**src/rtl/srst_pkg.sv**
```systemverilog
package srst_pkg;
  localparam int BusW  = 32;
  localparam int HalfW = 16;

  // Strobes from address decode to the register datapath.
  typedef struct packed {
    logic wrStrobe;  // in-range write this cycle
    logic rdHit;     // address falls on an implemented word
  } srstStrobeT;
endpackage

```
**src/rtl/srst_ctrl.sv**
```systemverilog
module srst_ctrl
  import srst_pkg::*;
#(
  parameter int NUM_REGS = 4,
  parameter int ADDR_W   = 8,
  parameter int IDX_W    = 2
) (
  input  logic [ADDR_W-1:0] busAddr,
  input  logic              busWrEn,
  output srstStrobeT        strobe,
  output logic [IDX_W-1:0]  regIdx
);
  localparam int WordW = ADDR_W - 2;

  logic [WordW-1:0] wordAddr;
  logic             inRange;

  assign wordAddr = busAddr[ADDR_W-1:2];
  assign inRange  = (int'(wordAddr) < NUM_REGS);
  assign regIdx   = IDX_W'(wordAddr);

  always_comb begin
    strobe.rdHit    = inRange;
    strobe.wrStrobe = inRange && busWrEn;
  end
endmodule

```
**src/rtl/srst_datapath.sv**
```systemverilog
module srst_datapath
  import srst_pkg::*;
#(
  parameter int NUM_REGS = 4,
  parameter int LPR      = 16,
  parameter int MASKED   = 1,
  parameter int IDX_W    = 2,
  localparam int NumLines = NUM_REGS * LPR
) (
  input  logic                clk,
  input  logic                rstN,
  input  srstStrobeT          strobe,
  input  logic [IDX_W-1:0]    regIdx,
  input  logic [BusW-1:0]     wrData,
  output logic [BusW-1:0]     rdData,
  output logic [NumLines-1:0] lines
);
  for (genvar r = 0; r < NUM_REGS; r++) begin : g_word
    logic [LPR-1:0] wordQ;
    logic [LPR-1:0] wordNext;
    logic           selWord;

    assign selWord = strobe.wrStrobe && (regIdx == IDX_W'(r));

    if (MASKED != 0) begin : g_masked
      logic [LPR-1:0] enBits;
      assign enBits   = wrData[HalfW +: LPR];
      assign wordNext = (wordQ & ~enBits) | (wrData[LPR-1:0] & enBits);
    end else begin : g_plain
      assign wordNext = wrData[LPR-1:0];
    end

    always_ff @(posedge clk or negedge rstN) begin
      if (!rstN)        wordQ <= '0;
      else if (selWord) wordQ <= wordNext;
    end

    assign lines[r*LPR +: LPR] = wordQ;
  end

  logic [LPR-1:0] rdSlice;
  assign rdSlice = LPR'(lines >> (int'(regIdx) * LPR));
  assign rdData  = strobe.rdHit ? BusW'(rdSlice) : '0;
endmodule

```
**src/rtl/srst_bank.sv**
```systemverilog
module srst_bank
  import srst_pkg::*;
#(
  parameter int NUM_REGS = 4,
  parameter int MASKED   = 1,
  parameter int ADDR_W   = 8,
  localparam int Lpr     = (MASKED != 0) ? HalfW : BusW,
  localparam int NumLines = NUM_REGS * Lpr,
  localparam int IdxW    = (NUM_REGS > 1) ? $clog2(NUM_REGS) : 1
) (
  input  logic                clk,
  input  logic                rstN,
  input  logic [ADDR_W-1:0]   busAddr,
  input  logic                busWrEn,
  input  logic [BusW-1:0]     busWrData,
  output logic [BusW-1:0]     busRdData,
  output logic [NumLines-1:0] resetLines
);
  srstStrobeT      strobe;
  logic [IdxW-1:0] regIdx;

  srst_ctrl #(
    .NUM_REGS(NUM_REGS),
    .ADDR_W  (ADDR_W),
    .IDX_W   (IdxW)
  ) u_ctrl (
    .busAddr(busAddr),
    .busWrEn(busWrEn),
    .strobe (strobe),
    .regIdx (regIdx)
  );

  srst_datapath #(
    .NUM_REGS(NUM_REGS),
    .LPR     (Lpr),
    .MASKED  (MASKED),
    .IDX_W   (IdxW)
  ) u_dp (
    .clk   (clk),
    .rstN  (rstN),
    .strobe(strobe),
    .regIdx(regIdx),
    .wrData(busWrData),
    .rdData(busRdData),
    .lines (resetLines)
  );
endmodule

```
**config.mk**
```make
export PLATFORM = sky130hd
export DESIGN_NAME = srst_bank
export DESIGN_NICKNAME = d
export VERILOG_FILES = /design/src/rtl/srst_pkg.sv /design/src/rtl/srst_ctrl.sv /design/src/rtl/srst_datapath.sv /design/src/rtl/srst_bank.sv
export SDC_FILE = /design/constraint.sdc
export NUM_CORES = 1
export LEC_CHECK = 0
export ABC_AREA = 1
export BUFFER_PORTS_ARGS = -buffer_cell sky130_fd_sc_hd__buf_2
export CORE_ASPECT_RATIO = 1.4
export CORE_MARGIN = 3
export CORE_UTILIZATION = 50
export CTS_CLUSTER_SIZE = 30
export DETAILED_ROUTE_END_ITERATION = 16
export GPL_ROUTABILITY_DRIVEN = 0
export PLACE_DENSITY = 0.78
export SKIP_LAST_GASP = 1
export SLEW_MARGIN = 0
export SYNTH_ARGS = -nofsm -noshare
export SYNTH_HDL_FRONTEND = slang
export SYNTH_SLANG_ARGS = --single-unit
```
**constraint.sdc**
```tcl
create_clock -name clk -period 1.1 [get_ports clk]
set_input_delay 0.22 -clock clk [delete_from_list [all_inputs] [get_ports clk]]
set_output_delay 0.22 -clock clk [all_outputs]
set_load 0.01 [all_outputs]
```
==> results.tsv <==
stage	metric	value	unit
run_status	outcome	complete, but fails checks	
run_status	violations	negative setup slack	
global_routing	antenna_found_initial	0	
global_routing	grt_pass1_wl	21200	um
synth	synthesis.area	3810	um^2
timing	timing.final.ws_setup	-338	ps
floorplan	rows	37	
routing	post_drt_wl_per_cell	17.7	um
synth	synth_top_family_by_area	simple AND/OR/NAND/NOR gates	
global_routing	grt_pass1_vias	4285	
timing	fin_skew	0	ps
cts	clock-sinks	64	
timing	rsz0062_at_grt	true	
floorplan	pin_count	139	
synth	synth-simple-area-share	0.454	
synth	synthMuxAreaShare	0	
worst_setup_path	cp-start-kind	flip-flop	
timing	hold_viol	0	
global_routing	grt_usage	0.314	
cts	clockBufferDepth	2	
cts	clkTransAtPathRegs	70	ps
routing	drt-vias-per-instance	5.73	
cts	cts_tree	built	
cts	numCtsBuffers	9	
floorplan	die_y	109	um
timing	setup_viol	77	
synth	syn_avg_cell_area	7.21	um^2
synth	synth.area.top_cells	dfrtp_1 (42%), nand2_1 (22%), nand4_1 (11%), nand3_1 (8.4%), buf_2 (4.1%)	
floorplan	core_area	7360	um^2
floorplan	die_w	79.7	um
timing	timing.fmax	0.695	GHz
synth	yosysSeqAreaShare	0.421	
synth	synthCells	528	
synth	synthDistinctLibCells	15	
routing	vias	4741	
timing	min_period_over_period	1.31	
cts	clk_latency	330	ps
pwr	peakVddDrop	898	uV
synth	yosys.area.top_type	dfrtp_1	
hold_path	min_from	busWrData[9]	
finish	antenna_cells	0	
pwr	total_power	0.00632	W
routing	totalWireLength	14700	um
worst_setup_path	cp.arrival	1220	ps
cts	clockRootBuffer	clkbuf_8	
synth	synth_compound_area_frac	0	
worst_setup_path	crit_type	flip-flop to output pin	
synth	synthXorXnorAreaFrac	0	
finish	drive_gt1_frac	0.363	
worst_setup_path	endpoint_kind	output pin	
worst_setup_path	worst_ep_required_time	880	ps
timing	fin_crit	1440	ps
routing	postRouteAntennaNets	0	
synth	yosys.area.top_type_share	0.421	
synth	ys_ff_latch	64	
synth	synth_fa_ha_area_frac	0	
cts	htree_num_levels	3	
finish	fin_nets	771	
place	io_buffers	120	
floorplan	die-area	8710	um^2
flow_run	max_cap_viol_count	0	
finish	syn_to_final_growth	58.8	%
pwr	leakage	3.26	nW
routing	drtPass1Iterations	5	
place	hpwl	7300	um
timing	finalSetupTns	-9930	ps
hold_path	hold_class	input pin to flip-flop	
synth	yosys_warnings	0	
routing	drc	0	
pwr	pwr_density_cell	1050	nW/um^2
worst_setup_path	regToRegSetupSlack	90	ps
timing	drv_slew	0	
worst_setup_path	cp_max_fo	2	
global_routing	grt_overflow_total	0	
floorplan	start_util	0.517	
routing	drtIter0Drc	529	
global_routing	grt_max_degree	65	
worst max-delay path, stage by stage (launching register included):
cell     delay [ps]
dfrtp_1         410
nand2_1          90
nand2_1          70
nor2_1           40
nor2_1          110
buf_2           160
per-stage QoR:
step           cells  utilization  worst slack, ps  hold WS (ps)  cell area, um^2
2_1_floorplan    543            -             19.2         -75.6             3880
3_3_place_gp     732        0.629             -277           260             4630
3_5_place_dp     732        0.629             -304           268             4630
4_1_cts          810        0.795             -283           162             5850
5_1_grt          827        0.821             -386           173             6040
6_report         827        0.821             -338           178             6040
Yosys cell counts, drive strengths merged:
library cell and number:
buf 65, clkbuf 2, conb 1, dfrtp 64, inv 4, nand2 226
nand3 64, nand4 64, nor2 38
layout make-up:
| type | count | area (um^2) |
|---|---|---|
| multi-input cells | 408 | 1830 |
| flip-flops and latches | 64 | 1600 |
| clock inverters | 2 | 10.0 |
| inverters | 4 | 15.0 |
| clock buffers | 11 | 131 |
| repair buffers | 241 | 2330 |
| well taps | 97 | 121 |
| fillers | 420 | 1320 |
path summary, 6_finish.rpt:
| path | endpoint | cells past startpoint |
|---|---|---|
| setup reg to reg | flip-flop | 5 |
| hold / removal | flip-flop | 3 |
| min in group asynchronous | asynchronous set/reset pin | 3 |
| max in group asynchronous | asynchronous set/reset pin | 3 |
| hold reg to reg | flip-flop | 2 |
| setup / recovery | busRdData[15] | 5 |
timing repair:
action	4_1_cts	5_1_grt
pin swaps	26	54
setup endpoints to repair	75	90
hold buffers	1	0
resized for setup	106	44
hold endpoints to repair	64	0
gates cloned	4	0
setup buffers	60	45
power by group:
group	internal, W	switching, W	total [W]
logic	0.00104	0.000938	0.00197
registers	0.00254	0.000149	0.00269
clock network	0.000775	0.000874	0.00165
metal layers:
metal  part of all wire  global-route usage  up-vias  wire, um
met1               0.37               0.384     2265      5410
met5                  0                   0        -         0
met2               0.52               0.552      311      7600
li1                   -                   -     2113         -
met4              0.032               0.115        0       472
met3              0.080              0.0529       52      1170
cells by family (layout without fill, tap and decap cells):
family | Yosys count | after routing
buffers and inverters | 71 | 258
flip-flops | 64 | 64
other | 1 | 16
AND/OR/NAND/NOR | 392 | 392
cell usage in the layout, fill, tap and decap left out, types with 3 or more instances in the layout:
master	synthesis	layout
nand4_1	64	64
buf_12	0	16
inv_2	0	3
buf_6	13	113
nor2_1	35	29
dfrtp_1	64	64
buf_4	19	44
buf_2	31	63
conb_1	1	16
nand2_1	225	224
nor2_2	2	3
nand3_1	64	64
nor2_4	1	6
clkbuf_8	0	9
(Power assumes the default switching activity.)
